$ cat config.mk
export PLATFORM = sky130hd
export DESIGN_NAME = host_cmd_port
export DESIGN_NICKNAME = d
export VERILOG_FILES = /design/src/rtl/host_cmd_pkg.sv /design/src/rtl/host_sync.sv /design/src/rtl/cmd_shift.sv /design/src/rtl/wr_queue.sv /design/src/rtl/host_cmd_port.sv
export SDC_FILE = /design/constraint.sdc
export NUM_CORES = 1
export LEC_CHECK = 0
export BUFFER_PORTS_ARGS = -buffer_cell sky130_fd_sc_hd__buf_2
export CAP_MARGIN = 5
export CORE_AREA = 2 2 140 142
export CTS_BUF_LIST = sky130_fd_sc_hd__clkbuf_8
export CTS_CLUSTER_SIZE = 24
export DETAILED_ROUTE_END_ITERATION = 7
export DIE_AREA = 0 0 142 144
export HOLD_SLACK_MARGIN = 0.06
export PLACE_DENSITY_LB_ADDON = 0.25
export SLEW_MARGIN = 0
export SYNTH_ARGS = -nofsm -noshare
export SYNTH_HDL_FRONTEND = slang
export SYNTH_SLANG_ARGS = --single-unit
export TNS_END_PERCENT = 1
$ cat constraint.sdc
create_clock -name clk_i -period 3.3 [get_ports clk_i]
set_input_delay 0.66 -clock clk_i [delete_from_list [all_inputs] [get_ports clk_i]]
set_output_delay 0.66 -clock clk_i [all_outputs]
set_load 0.005 [all_outputs]
$ cat src/rtl/host_cmd_pkg.sv
package host_cmd_pkg;
  localparam int CMD_W  = 26;
  localparam int FLD_W  = 12;
  localparam int ATT_W  = 14;
  localparam int RA_W   = 7;
  localparam int RD_W   = 18;
  localparam int WR_W   = RA_W + RD_W;
  localparam int FLD_LO = 10;

  typedef enum logic [2:0] {
    CK_NONE,
    CK_MODE,
    CK_FUNC,
    CK_ATT,
    CK_RAM
  } cmd_kind_e;
endpackage

$ cat src/rtl/host_sync.sv
module host_sync #(
  parameter int STAGES = 2,
  parameter int W      = 3
) (
  input  logic         clk_i,
  input  logic         rst_ni,
  input  logic [W-1:0] d_i,
  output logic [W-1:0] q_o,
  output logic [W-1:0] rise_o
);
  logic [W-1:0] chain [STAGES];
  logic [W-1:0] prev_q;

  always_ff @(posedge clk_i or negedge rst_ni) begin
    if (!rst_ni) begin
      for (int s = 0; s < STAGES; s++) chain[s] <= '0;
      prev_q <= '0;
    end else begin
      chain[0] <= d_i;
      for (int s = 1; s < STAGES; s++) chain[s] <= chain[s-1];
      prev_q <= chain[STAGES-1];
    end
  end

  assign q_o    = chain[STAGES-1];
  assign rise_o = chain[STAGES-1] & ~prev_q;
endmodule

$ cat src/rtl/cmd_shift.sv
module cmd_shift
  import host_cmd_pkg::*;
(
  input  logic             clk_i,
  input  logic             rst_ni,
  input  logic             bit_i,
  input  logic             shift_i,
  input  logic             latch_i,
  output logic             vld_o,
  output cmd_kind_e        kind_o,
  output logic [CMD_W-1:0] word_o
);
  logic [CMD_W-1:0] sr_q;
  cmd_kind_e        kind_d;

  always_comb begin
    if (sr_q[CMD_W-1])                    kind_d = CK_RAM;
    else if (sr_q[CMD_W-2])               kind_d = CK_ATT;
    else if (sr_q[CMD_W-3:CMD_W-4] == 2'b10) kind_d = CK_MODE;
    else if (sr_q[CMD_W-3:CMD_W-4] == 2'b11) kind_d = CK_FUNC;
    else                                  kind_d = CK_NONE;
  end

  always_ff @(posedge clk_i or negedge rst_ni) begin
    if (!rst_ni) begin
      sr_q   <= '0;
      vld_o  <= 1'b0;
      kind_o <= CK_NONE;
      word_o <= '0;
    end else begin
      vld_o <= latch_i;
      if (latch_i) begin
        word_o <= sr_q;
        kind_o <= kind_d;
        sr_q   <= '0;
      end else if (shift_i) begin
        sr_q <= {bit_i, sr_q[CMD_W-1:1]};
      end
    end
  end
endmodule

$ cat src/rtl/wr_queue.sv
module wr_queue #(
  parameter int DEPTH = 4,
  parameter int W     = 25
) (
  input  logic         clk_i,
  input  logic         rst_ni,
  input  logic         push_i,
  input  logic [W-1:0] din_i,
  input  logic         pop_i,
  output logic         we_o,
  output logic [W-1:0] dout_o,
  output logic         full_o
);
  localparam int PW = (DEPTH > 1) ? $clog2(DEPTH) : 1;
  localparam int CW = $clog2(DEPTH + 1);

  logic [W-1:0]  mem [DEPTH];
  logic [PW-1:0] wr_q, rd_q;
  logic [CW-1:0] cnt_q;
  logic          push_ok, pop_ok;

  function automatic logic [PW-1:0] nxt(input logic [PW-1:0] p);
    return (p == PW'(DEPTH - 1)) ? '0 : p + 1'b1;
  endfunction

  assign full_o  = (cnt_q == CW'(DEPTH));
  assign push_ok = push_i && !full_o;
  assign pop_ok  = pop_i && (cnt_q != '0);

  always_ff @(posedge clk_i) begin
    if (push_ok) mem[wr_q] <= din_i;
  end

  always_ff @(posedge clk_i or negedge rst_ni) begin
    if (!rst_ni) begin
      wr_q   <= '0;
      rd_q   <= '0;
      cnt_q  <= '0;
      we_o   <= 1'b0;
      dout_o <= '0;
    end else begin
      we_o <= pop_ok;
      if (push_ok) wr_q <= nxt(wr_q);
      if (pop_ok) begin
        rd_q   <= nxt(rd_q);
        dout_o <= mem[rd_q];
      end
      cnt_q <= cnt_q + CW'(push_ok) - CW'(pop_ok);
    end
  end
endmodule

$ cat src/rtl/host_cmd_port.sv
module host_cmd_port
  import host_cmd_pkg::*;
#(
  parameter int Q_DEPTH     = 4,
  parameter int SYNC_STAGES = 2
) (
  input  logic             clk_i,
  input  logic             rst_ni,
  input  logic             sdat_i,
  input  logic             sclk_i,
  input  logic             slat_i,
  input  logic             fs_tick_i,
  output logic [FLD_W-1:0] mode_o,
  output logic [FLD_W-1:0] func_o,
  output logic [ATT_W-1:0] atten_o,
  output logic             gp_o,
  output logic             ram_we_o,
  output logic [RA_W-1:0]  ram_addr_o,
  output logic [RD_W-1:0]  ram_data_o,
  output logic             wq_full_o
);
  localparam int GP_BIT = 3;

  logic [2:0]       pin_q, pin_rise;
  logic             cmd_vld;
  cmd_kind_e        cmd_kind;
  logic [CMD_W-1:0] cmd_word;
  logic [WR_W-1:0]  q_dout;

  logic [FLD_W-1:0] mode_p, func_p;
  logic [ATT_W-1:0] att_p;
  logic             mode_pv, func_pv, att_pv;

  host_sync #(.STAGES(SYNC_STAGES), .W(3)) u_sync (
    .clk_i, .rst_ni,
    .d_i   ({slat_i, sclk_i, sdat_i}),
    .q_o   (pin_q),
    .rise_o(pin_rise)
  );

  cmd_shift u_shift (
    .clk_i, .rst_ni,
    .bit_i  (pin_q[0]),
    .shift_i(pin_rise[1]),
    .latch_i(pin_rise[2]),
    .vld_o  (cmd_vld),
    .kind_o (cmd_kind),
    .word_o (cmd_word)
  );

  wr_queue #(.DEPTH(Q_DEPTH), .W(WR_W)) u_queue (
    .clk_i, .rst_ni,
    .push_i(cmd_vld && cmd_kind == CK_RAM),
    .din_i (cmd_word[WR_W-1:0]),
    .pop_i (fs_tick_i),
    .we_o  (ram_we_o),
    .dout_o(q_dout),
    .full_o(wq_full_o)
  );

  assign ram_addr_o = q_dout[WR_W-1:RD_W];
  assign ram_data_o = q_dout[RD_W-1:0];

  // tick applies the old pending value; a same-cycle latch re-arms the slot
  always_ff @(posedge clk_i or negedge rst_ni) begin
    if (!rst_ni) begin
      mode_o  <= '0; func_o  <= '0; atten_o <= '0;
      mode_p  <= '0; func_p  <= '0; att_p   <= '0;
      mode_pv <= 1'b0; func_pv <= 1'b0; att_pv <= 1'b0;
    end else begin
      if (fs_tick_i) begin
        if (mode_pv) mode_o  <= mode_p;
        if (func_pv) func_o  <= func_p;
        if (att_pv)  atten_o <= att_p;
        mode_pv <= 1'b0;
        func_pv <= 1'b0;
        att_pv  <= 1'b0;
      end
      if (cmd_vld) begin
        unique case (cmd_kind)
          CK_MODE: begin mode_p <= cmd_word[FLD_LO+:FLD_W]; mode_pv <= 1'b1; end
          CK_FUNC: begin func_p <= cmd_word[FLD_LO+:FLD_W]; func_pv <= 1'b1; end
          CK_ATT:  begin att_p  <= cmd_word[FLD_LO+:ATT_W]; att_pv  <= 1'b1; end
          default: ;
        endcase
      end
    end
  end

  assign gp_o = func_o[GP_BIT];
endmodule

# == After elaboration in Yosys (flattened, before gate mapping) ==
# Memories as Yosys holds them, arrays and structs flattened. A register that Yosys moved wholly into a read port is not among the register bits.
# Cells that the tools add are included.
# totals
register_bits,151
latchBits,0
ramBits,100
romBits,0
out_inout_bits,66
mem_count,1
# mem_list
memory,depth,word_bits,read_ports,rd_clocked_by_memory_dff,write_ports,line_no,rtl
u_queue.mem,4,25,1,1,1,wr_queue.sv:17,logic [W-1:0] mem [DEPTH];
# op_classes
addsub,4
multipliers,0
div,0
n_lt_le_gt_ge,0
n_eq_ne,9
shifts,0
mux,19
n_bitwise,2
n_reduce_logical,13
# ops
cell,count
26-bit 2-to-1 mux,2
2-bit AND reduction,6
1-bit 2-to-1 mux,11
3-bit 2-to-1 mux,3
2-bit == test (second input constant),4
3-bit by 2-bit == test with 1-bit output (second input constant),2
3-bit == test (second input constant),2
2-bit 2-to-1 mux,3
2-bit by 1-bit adder with 2-bit output (second input constant),2
3-bit by 1-bit adder with 3-bit output,1
3-bit AND,1
3-bit by 1-bit == test with 1-bit output (second input constant),1
1-bit logical AND,3
3-bit inverter,1
3-bit nonzero test,1
3-bit by 1-bit subtractor with 3-bit output,1
1-bit zero test,2
2-bit nonzero test,1

# == Depth between registers and ports, before layout ==
# Gate-level depths: netlist of the first run.
# logic_depth
ltp_word,5
depth_mapped,11
depth_no_buf,9

# == Cells and area by module ==
# From an unflattened synthesis of the first run, not the netlist that was laid out.
# hier_totals
cells_unflattened,562
hier_area_um2,10651.5
# by_module_without_submodules
mod,instances,cells_each,area_per_inst_um2,seq_area_each_um2
wr_queue,1,222,5021.1,3828.7
host_cmd_port,1,175,3085.5,1976.9
cmd_shift,1,150,2255.9,1376.3
host_sync,1,15,289.0,225.2

# == Worst setup path after synthesis of the first run ==
# Ideal clock, no wire load.
# synth_timing
kind,input-to-reg
start,in fs_tick_i
end,reg u_queue.cnt_q[2]
setup_ps,125
arrival_time_ps,2315
required_ps,3175
setup_slack_ps,859
path_stages,11
path_cell_list,o31ai_1 -> buf_2 -> buf_4 -> inv_1 -> ha_1 -> inv_1 -> ha_1 -> inv_1 -> fa_1 -> xnor2_1 -> xnor2_1
# synth_between
elab_chain_cells,2
# synth_rtl
element,line_no,rtl
from (decl),host_cmd_port.sv:12,"input logic fs_tick_i,"
1-bit logical AND,wr_queue.sv:28,assign pop_ok = pop_i && (cnt_q != '0);
named net u_queue.pop_ok,wr_queue.sv:20,"logic push_ok, pop_ok;"
3-bit by 1-bit subtractor with 3-bit output,wr_queue.sv:48,cnt_q <= cnt_q + CW'(push_ok) - CW'(pop_ok);
to (signal assigned),wr_queue.sv:48,
to (decl),wr_queue.sv:19,logic [CW-1:0] cnt_q;
# The timed path passes the listed nets, and every way through them passes these cells.
# A chain may end at the register's enable or synchronous reset.

# == Final worst setup path of the first run ==
# layout_timing
start,"reg u_sync.chain, in the netlist u_sync.q_o[2]"
end,reg u_shift.sr_q[11]
# layout_between
elab_chain_cells,2
elab_cells_between_ends,3
# layout_rtl
element,line_no,rtl
from (decl),host_sync.sv:11,logic [W-1:0] chain [STAGES];
3-bit AND (*),host_sync.sv:26,assign rise_o = chain[STAGES-1] & ~prev_q;
26-bit 2-to-1 mux or 2-bit nonzero test (tied branches),--,
to (signal assigned),cmd_shift.sv:37,"sr_q <= {bit_i, sr_q[CMD_W-1:1]};"
to (decl),cmd_shift.sv:13,logic [CMD_W-1:0] sr_q;
# Every way passes the cells marked *; elsewhere a longest branch is shown, timed or not.

==> out/qor.yml, run 1 <==
sta:
  fin_crit_sh_pct: 66.7
  grt_setup_unrepaired: "no"
  setup-tns-final_ps: 0
  tightest_slew_ps: 1040
  maxSlewViolCount: 0
  slew_headroom_pct: 30.6
  max_freq_mhz: 454
  hold_viol: 0
  fin_skew_ps: 14.6
  whs_ps: 153
  setup_viol: 0
  fin_crit_ps: 2200
grt:
  grt_pass1_vias: 5423
  grt_pass1_wl_mm: 28.8
  grt_overflow_total: 0
  grt.total_usage_pct: 18.4
  antenna_found_initial: 0
  grt_max_degree: 79
pwr:
  vdd_drop_max_mv: 0.272
  p_leak_nw: 5.30
  p_int_mw: 5.91
  p_sw_mw: 1.93
  combPwrFrac_pct: 14.6
  p_per_area_mw_per_mm2: 673
  p_seq_share_pct: 50.0
  clkPwrFrac_pct: 35.4
  netSwitchingFraction_pct: 24.6
yosys:
  ys_ff_latch: 275
  syn_area_per_cell_um2: 17.4
  synth.most_common_cell: "dfrtp_1"
  yosysSeqAreaShare_pct: 72.5
  synthTopCellsByCount: "dfrtp_1, mux2_2, edfxtp_1, nand2_1, a22o_1"
  syn_nets: 599
  synth_cell_types: 32
  synth_area_mm2: 0.0102
  postSynth.asyncResetShare_pct: 63.6
  synth_edf_count: 100
  yosysTopAreaCell: "dfrtp_1"
  synth_cells: 585
  synth_area_leaders: "dfrtp_1, edfxtp_1, mux2_2"
  synth_top_cell_area_share_pct: 43.0
  synthFlopType: "dfrtp_1"
  ys_warn_count: 0
worst_setup_path:
  arrival_ps: 2660
  max_stage_delay_ps: 820
  path_delay_family: "compound AO/OA/AOI/OAI gates"
  cp_cell_sequence: "nand2b_1 -> buf_4 -> inv_2 -> a21oi_2 -> a22o_1"
  crit_path_end_kind: "flip-flop"
  cp_slowest_cell: "a21oi_2"
  rr_worst_depth: 5
  path_class: "reg2reg"
  required_ps: 3760
  startpoint_type: "flip-flop"
  path_buf_inv: 2
  critical_path_depth: 5
  cp_max_fo: 33
cts:
  cts_setup_buffers: 0
  h-tree-depth: 2
  cts_resized: 0
  cts_tree: "yes"
  cts_hold_buf: 0
  cts_root_buffer: "clkbuf_8"
  cts.sinks: 275
  clk_path_buf_depth: 3
  clk_pin_slew_ps: 60
  clkLatencyLatePin_ps: 540
  cts_buffers: 43
die:
  die_height_um: 144
  die_area_mm2: 0.0204
  io_pins: 72
  rows: 51
  start_util_pct: 53.3
  core_area_mm2: 0.0191
  fp.dieW_um: 142
routing:
  avgViaCountPerCell: 5.38
  drtPass1Iterations: 4
  avgRoutedWirePerCell_um: 18.7
  antenna_left: 0
  wl_mm: 18.0
  num_vias: 5152
  drtIter0Drc: 313
  drcViolationCount: 0
cells_and_area:
  area_growth_pct: 14.4
  post_route_cells_drive_above_1_share_pct: 37.8
  nets: 699
  fin_util_pct: 61.0
  n_antenna_cell: 0
status:
  status: "finished, final reports clean"
worst_hold_path:
  hp-class: "in2async"
job:
  maxCapViolCount: 0
place:
  dpl.hpwl_mm: 11.1
  place_congestion: 0.761
  io_buffers: 71
[cell usage in the layout, fill, tap and decap left out, types with 2 or more instances in the layout]
cell,synthesis,final
o21ai_0,2,2
clkinv_2,0,5
and2_1,4,4
a22o_1,26,26
buf_2,15,70
o31ai_1,3,2
nor2_1,2,2
nand2_1,81,81
a21oi_1,2,2
clkbuf_8,0,52
mux4_1,4,4
dfrtp_1,175,175
ha_1,7,7
xnor2_1,2,2
inv_1,11,30
a21o_1,3,3
buf_4,2,10
and4bb_2,2,2
mux4_2,21,21
edfxtp_1,100,100
mux2_2,104,104
[power by group through the flow]
stage	clock (mW)	sequential (mW)	combinational (mW)
floorplan	0	3.98	0.826
global placement	0	3.97	1.14
detailed placement	0	3.99	1.17
CTS	2.83	3.92	1.18
global route	2.99	3.95	1.27
finish	2.77	3.92	1.15
[per-stage QoR]
| stage | cell area [um^2] | power [mW] | instances | worst slack (ps) |
|---|---|---|---|---|
| after floorplan | 10200 | 4.80 | 585 | 859 |
| after global placement | 10800 | 5.10 | 878 | 1070 |
| after detailed placement | 10800 | 5.16 | 878 | 1010 |
| after CTS | 11600 | 7.93 | 958 | 1060 |
| after global routing | 11600 | 8.22 | 958 | 884 |
| final | 11600 | 7.84 | 958 | 1100 |
[cells by family after synthesis]
group / Yosys count / share of synthesized area (%)
flip-flops: 275 / 72.5
adder cells (fa/ha/maj): 8 / 1.06
multiplexers: 129 / 17.2
AO/OA/AOI/OAI: 37 / 2.96
AND/OR/NAND/NOR: 95 / 4.00
buffers and inverters: 39 / 2.09
XOR/XNOR: 2 / 0.172
[final timing paths]
kind | start | endpoint | slack [ps]
max in group asynchronous | rst_ni | u_queue.dout_o[0] | 2290
hold / removal | rst_ni | func_o[5] | 150
min in group clk_i | sclk_i | u_sync.chain[4] | 240
setup reg to reg | u_sync.q_o[2] | u_shift.sr_q[11] | 1100
hold reg to reg | u_sync.chain[4] | u_sync.q_o[1] | 350
setup / recovery | u_sync.q_o[2] | u_shift.sr_q[11] | 1100
[layer usage]
layer / GRT usage [%] / routed length [um] / vias to the layer above
met5: 0 / 0 / -
met4: 7.58 / 414 / 0
met3: 3.34 / 815 / 31
met2: 29.4 / 8690 / 112
met1: 25.5 / 8040 / 2660
li1: - / - / 2349
[final cells by class]
cell class              instances  area, um^2
inverters                      12        45.0
flip-flops and latches        275        7380
clock buffers                  52         716
multi-input cells             271        2600
clock inverters                28         146
repair buffers                 82         457
fillers                      1371        7440
well taps                     238         298
[worst register-to-register path, stage by stage, from the launching register on]
cell and delay [ps]:
dfrtp_1 380, nand2b_1 70, buf_4 310, inv_2 270, a21oi_2 820, a22o_1 290
[state kept, by name, summed over array words and instances, names as in the netlist, 14 cells and up]
register        cells
u_queue.mem       100
atten_o            14
u_shift.sr_q       26
u_shift.word_o     25
att_p              14
u_queue.dout_o     25
No activity file was read; power rests on OpenSTA's default activity.
==> run 2, diff against run 1 <==
ABC_AREA = 1   (was unset)
CORE_AREA = 2 2 143 145   (was 2 2 140 142)
DIE_AREA = 0 0 145 147   (was 0 0 142 144)
clock period = 2.25 ns   (was 3.3 ns; I/O delays follow)
==> run 2 against run 1 <==
Net effect: total power is 53% higher; cell count up 44%; critical path depth decreased by 1; final area increased by 5.1%; largest power group unchanged.
==> out/qor.yml, run 2 <==
yosys:
  synth_cells: 976  # +67%
  synthFlopType: "dfrtp_1"
  synth_area_mm2: 0.0107  # +4.9%
  syn_area_per_cell_um2: 10.9  # -37%
  syn_nets: 990  # +65%
  postSynth.asyncResetShare_pct: 63.6  # unchanged
  synth.most_common_cell: "nand2_1"
  synth_edf_count: 100  # unchanged
  yosysSeqAreaShare_pct: 69.1  # -3.4 points
  synth_cell_types: 26  # -19%
  synth_top_cell_area_share_pct: 41.0  # -2.0 points
  yosysTopAreaCell: "dfrtp_1"
  ys_warn_count: 0  # unchanged
  ys_ff_latch: 275  # unchanged
  synth_area_leaders: "dfrtp_1, edfxtp_1, nand2_1"
  synthTopCellsByCount: "nand2_1, dfrtp_1, inv_1, edfxtp_1, o21ai_0"
sta:
  fin_crit_sh_pct: 88.1
  grt_setup_unrepaired: "no"
  fin_crit_ps: 1980
  hold_viol: 0  # unchanged
  max_freq_mhz: 505
  fin_skew_ps: 9.99  # -4.63 ps
  maxSlewViolCount: 0  # unchanged
  slew_headroom_pct: 52.2  # +22 points
  tightest_slew_ps: 715  # -325 ps
  setup_viol: 0  # unchanged
routing:
  antenna_left: 0  # unchanged
  dr_wl_met3_um: 961  # +18%
  drcViolationCount: 0  # unchanged
  avgRoutedWirePerCell_um: 14.6  # -22%
  m1WireLength_mm: 9.51  # +18%
  top_layer: "met4"
  drtIter0Drc: 435  # +39%
  num_vias: 6695  # +30%
  wl_mm: 20.2  # +12%
  drtPass1Iterations: 4  # unchanged
  avgViaCountPerCell: 4.85  # -9.8%
  wl_met2_mm: 9.31  # +7.2%
die:
  die_area_mm2: 0.0213  # +4.2%
  rows: 52  # +2.0%
  core_area_mm2: 0.0198  # +4.0%
  io_pins: 72  # unchanged
  start_util_pct: 53.8  # +0.47 points
  die_height_um: 147  # +2.1%
  fp.dieW_um: 145  # +2.1%
cells_and_area:
  mostFrequentLayoutCells: "nand2_1, inv_1, dfrtp_1"
  final_common_cell: "nand2_1"
  fin_util_pct: 61.7  # +0.66 points
  reg.largest.list: "u_queue.mem x100, u_shift.sr_q x26"
  fillers: 1615  # +18%
  multi_input_area_mm2: 0.00250  # -3.8%
  top_register: "u_queue.mem"
  largest_reg_flops: 100  # unchanged
  seq_area_mm2: 0.00738  # unchanged
  area_growth_pct: 14.6
  n_antenna_cell: 0  # unchanged
  nets: 1092  # +56%
  post_route_cells_drive_above_1_share_pct: 17.6  # -20 points
place:
  dpl.hpwl_mm: 12.6  # +13%
  place_congestion: 0.780  # +2.5%
  io_buffers: 71  # unchanged
pwr:
  finalPower_mw: 12.0  # +53%
  clkPwrFrac_pct: 32.7  # -2.7 points
  p_seq_share_pct: 48.2  # -1.8 points
  p_sw_mw: 3.55  # +84%
  p_leak_nw: 6.06  # +14%
  combPwrFrac_pct: 19.1  # +4.5 points
  p_int_mw: 8.45  # +43%
  vdd_drop_max_mv: 0.505  # +86%
  netSwitchingFraction_pct: 29.6  # +5.0 points
  p_per_area_mw_per_mm2: 981  # +46%
worst_setup_path:
  rr_worst_depth: 8  # +3
  startpoint_type: "flip-flop"
  critical_path_depth: 4  # -1
  max_stage_delay_ps: 430  # -390 ps
  r2r_slack_ps: 350  # -750 ps
  crit_path_end_kind: "output port"
  cp_cell_sequence: "nor2_1 -> nand2_1 -> inv_1 -> buf_2"
  path_class: "reg2out"
  cp_max_fo: 4  # -88%
  required_ps: 1800  # -1960 ps
  path_buf_inv: 2  # unchanged
  cp_slowest_cell: "dfrtp_1"
  path_delay_family: "flip-flops"
  arrival_ps: 1530  # -1130 ps
grt:
  grt_overflow_total: 0  # unchanged
  grt_pass1_wl_mm: 33.1  # +15%
  antenna_found_initial: 0  # unchanged
  grt_pass1_vias: 6469  # +19%
  grt.total_usage_pct: 19.5  # +1.1 points
  grt_max_degree: 65  # -18%
cts:
  cts_tree: "yes"
  h-tree-depth: 2  # unchanged
  cts_buffers: 44  # +2.3%
  cts_resized: 0  # unchanged
  cts_root_buffer: "clkbuf_8"
  clk_pin_slew_ps: 60  # about the same
  clk_path_buf_depth: 3  # unchanged
  cts.sinks: 275  # unchanged
  clkLatencyLatePin_ps: 540  # about the same
worst_hold_path:
  hp-class: "in2reg"
  hold_path_depth: 2
status:
  status: "finished, final reports clean"
job:
  maxCapViolCount: 0  # unchanged
==> run 2: cell types whose count changed after synthesis, moves of 54 or more <==
cell,delta
inv_1,+151
nand2_1,+196
nand3_1,+54
o21ai_0,+67
mux2_2,-68
==> run 2: final cells by class <==
class | count | area share (%)
Clock buffer | 47 | 5.29
Sequential cell | 275 | 60.3
Inverter | 164 | 5.03
Multi-Input combinational cell | 496 | 20.4
Timing Repair Buffer | 97 | 4.84
Tap cell | 270 | 2.76
Clock inverter | 31 | 1.34
==> run 2: stage by stage <==
step                      setup slack, ps  setup TNS [ps]  instances  cell area (um^2)  hold slack, ps
after global routing                  174               0       1380             12200             237
after CTS                             230               0       1380             12200             192
after floorplan                     -12.2           -1220        976             10700             154
after detailed placement              289               0       1298             11400             340
after global placement                339               0       1298             11400             332
final                                 268               0       1380             12200             226
==> run 2: kinds of logic (layout without fill, tap and decap cells) <==
| kind of cell | after synthesis | count (layout) | share of synthesized area [%] |
|---|---|---|---|
| AND/OR/NAND/NOR | 348 | 348 | 13.1 |
| flip-flops | 275 | 275 | 69.1 |
| buffers and inverters | 205 | 339 | 7.59 |
| AO/OA/AOI/OAI | 100 | 100 | 5.04 |
| multiplexers | 38 | 38 | 4.01 |
| adder cells (fa/ha/maj) | 8 | 8 | 1.01 |
| XOR/XNOR | 2 | 2 | 0.164 |
==> run 2: per-layer routing <==
layer  vias to the layer above  GRT usage [%]
met4                         0           5.74
li1                       3310              -
met1                      3209           27.9
met3                        28           3.45
met5                         -              0
met2                       148           31.2
==> run 2: worst paths after layout <==
path / from / to
min in group asynchronous: rst_ni / u_queue.dout_o[3]
worst max-delay path: u_queue.cnt_q[1] / wq_full_o
worst min-delay path: fs_tick_i / func_pv
worst min register to register: u_sync.chain[3] / u_sync.q_o[0]
max in group asynchronous: rst_ni / mode_p[11]
worst max register to register: u_queue.cnt_q[1] / u_queue.cnt_q[2]
==> run 2: power groups by stage <==
stage	Combinational (mW)	Clock [mW]	Sequential [mW]
floorplan	1.51	0	5.89
global placement	2.27	0	5.86
detailed placement	2.32	0	5.88
CTS	2.34	4.03	5.79
global route	2.62	4.27	5.83
finish	2.29	3.93	5.79
==> run 2: repair_timing <==
item / CTS / global route
buffers inserted: 0 / 0
hold buffers: 4 / 0
endpoints found under the hold margin: 26 / 0
==> run 3, diff against run 2 <==
ABC_AREA = 0   (was 1)
CORE_AREA = 2 2 140 142   (was 2 2 143 145)
DIE_AREA = 0 0 142 144   (was 0 0 145 147)
SKIP_LAST_GASP = 1   (was unset)
SLEW_MARGIN = 10   (was 0)
==> run 3 against run 2 <==
Net effect: combinational power down 24%; sequential share of layout area is 2.7 points higher; critical path type is now reg2reg; critical endpoint is now u_queue.cnt_q[2]; largest power group unchanged; sequential cell count stayed put; worst hold slack got worse by 10 ps; clock power decreased by 5%.
==> out/qor.yml, run 3 (same netlist as run 1, synthesis figures left out) <==
cts:
  clkLatencyLatePin_ps: 530  # about the same
  cts_setup_buffers: 0  # unchanged
  clk_pin_slew_ps: 60  # about the same
  cts.sinks: 275  # unchanged
  cts_root_buffer: "clkbuf_8"
  clk_path_buf_depth: 3  # unchanged
  h-tree-depth: 2  # unchanged
  cts_hold_buf: 4  # unchanged
  cts_buffers: 43  # -2.3%
  cts_tree: "yes"
  cts_resized: 0  # unchanged
cells_and_area:
  final_common_cell: "dfrtp_1"
  reg.largest.list: "u_queue.mem x100, u_shift.sr_q x26"
  post_route_cells_drive_above_1_share_pct: 37.5  # +20 points
  n_antenna_cell: 0  # unchanged
  mostFrequentLayoutCells: "dfrtp_1, mux2_2, edfxtp_1"
  final_area_mm2: 0.0117  # -4.3%
  area_growth_pct: 15.1
  largest_reg_flops: 100  # unchanged
  fillers: 1426  # -12%
  top_register: "u_queue.mem"
  nets: 709  # -35%
worst_hold_path:
  hp-class: "in2reg"
sta:
  fin_crit_ps: 2090  # +106 ps
  max_freq_mhz: 479  # -5.1%
  setup_ws_ps: 162  # -106 ps
  hold_viol: 0  # unchanged
  fin_skew_ps: 13.7  # +3.72 ps
  slew_headroom_pct: 27.6  # -25 points
  grt_setup_unrepaired: "no"
  setup_viol: 0  # unchanged
  fin_crit_sh_pct: 92.8  # +4.7 points
  setup-tns-final_ps: 0  # unchanged
  whs_ps: 215  # -10.3 ps
  tightest_slew_ps: 1090  # +371 ps
  maxSlewViolCount: 0  # unchanged
worst_setup_path:
  cpMostUsedCell: "inv_1"
  path_buf_inv: 3  # +1
  startpoint_type: "flip-flop"
  crit_path_end_kind: "flip-flop"
  required_ps: 2660  # +860 ps
  cp_cell_sequence: "o31ai_4 -> inv_1 -> ha_1 -> inv_1 -> ha_1 -> inv_1 -> fa_2 -> xnor2_1 -> xnor2_1"
  max_stage_delay_ps: 440  # about the same
  cp_max_fo: 3  # -1
  cp_slowest_cell: "dfrtp_1"
  path_delay_family: "adder cells"
  path_class: "reg2reg"
  arrival_ps: 2500  # +970 ps
die:
  rows: 51  # -1.9%
  core_area_mm2: 0.0191  # -3.9%
  start_util_pct: 53.3  # -0.47 points
  fp.dieW_um: 142  # -2.1%
  die_height_um: 144  # -2.0%
  io_pins: 72  # unchanged
  die_area_mm2: 0.0204  # -4.1%
routing:
  wl_mm: 18.1  # -10%
  drcViolationCount: 0  # unchanged
  avgViaCountPerCell: 5.40  # +11%
  drtIter0Drc: 270  # -38%
  num_vias: 5206  # -22%
  avgRoutedWirePerCell_um: 18.8  # +28%
  antenna_left: 0  # unchanged
  drtPass1Iterations: 5  # +1
pwr:
  clkPwrFrac_pct: 33.3  # +0.6 points
  p_sw_mw: 2.80  # -21%
  p_leak_nw: 5.32  # -12%
  p_per_area_mw_per_mm2: 960  # -2.1%
  netSwitchingFraction_pct: 24.9  # -4.7 points
  p_int_mw: 8.45  # about the same
  vdd_drop_max_mv: 0.502  # -0.50%
  p_seq_share_pct: 51.2  # +3.0 points
  combPwrFrac_pct: 15.5  # -3.6 points
grt:
  grt_pass1_wl_mm: 28.6  # -14%
  grt_pass1_vias: 5470  # -15%
  grt.total_usage_pct: 18.4  # -1.1 points
  antenna_found_initial: 0  # unchanged
  grt_max_degree: 55  # -15%
  grt_overflow_total: 0  # unchanged
status:
  status: "finished, final reports clean"
job:
  maxCapViolCount: 0  # unchanged
place:
  dpl.hpwl_mm: 11.4  # -9.0%
  io_buffers: 71  # unchanged
  dpl_cell_area_mm2: 0.0109  # -4.3%
  dpl_worst_slack_ps: 178  # -111 ps
  place_congestion: 0.765  # -1.9%
-- run 3: final timing paths --
kind / from / end / slack (ps) / cells after the start
worst max-delay path: u_queue.cnt_q[2] / u_queue.cnt_q[2] / 160 / 9
worst min-delay path: fs_tick_i / att_pv / 220 / 2
worst max register to register: u_queue.cnt_q[2] / u_queue.cnt_q[2] / 160 / 9
worst min register to register: u_sync.chain[3] / u_sync.q_o[0] / 350 / 0
max in group asynchronous: rst_ni / u_sync.prev_q[1] / 1140 / 3
min in group asynchronous: rst_ni / func_o[5] / 440 / 2
-- run 3: worst register-to-register path, delay by kind of cell, from the launching register on --
family	cells	cell delay, ps
flops	1	440
fa+ha+maj	3	770
xor+xnor	2	280
compound gates	1	270
buf+inv	3	220
-- run 3: cell type report --
class | instances | area [um^2] | area share (%)
multi-input cells | 271 | 2600 | 22.2
flip-flops and latches | 275 | 7380 | 63.0
clock inverters | 28 | 114 | 0.972
well taps | 238 | 298 | 2.54
inverters | 12 | 45.0 | 0.384
clock buffers | 48 | 661 | 5.64
repair buffers | 92 | 617 | 5.27
-- run 3: routing by layer --
layer	vias to the layer above	global-route usage [%]	wire length, um	part of all wire [%]
li1	2361	-	-	-
met1	2702	23.7	7560	42
met2	110	31.6	9360	52
met3	33	3.64	764	4.2
met4	0	6.37	399	2.2
met5	-	0	0	0
-- run 3: power groups by stage --
stage                     registers (mW)  logic (mW)  clock network [mW]
after detailed placement            5.86        1.78                   0
after global routing                5.79        1.92                4.08
after floorplan                     5.84        1.22                   0
after global placement              5.83        1.73                   0
final                               5.76        1.74                3.75
after CTS                           5.76        1.80                3.85
-- run 3: stage by stage --
| stage | utilization (%) | std cells | power, mW |
|---|---|---|---|
| 2_1_floorplan | - | 585 | 7.06 |
| 3_3_place_gp | 57.1 | 884 | 7.56 |
| 3_5_place_dp | 57.1 | 884 | 7.64 |
| 4_1_cts | 61.4 | 964 | 11.4 |
| 5_1_grt | 61.4 | 964 | 11.8 |
| 6_report | 61.4 | 964 | 11.2 |
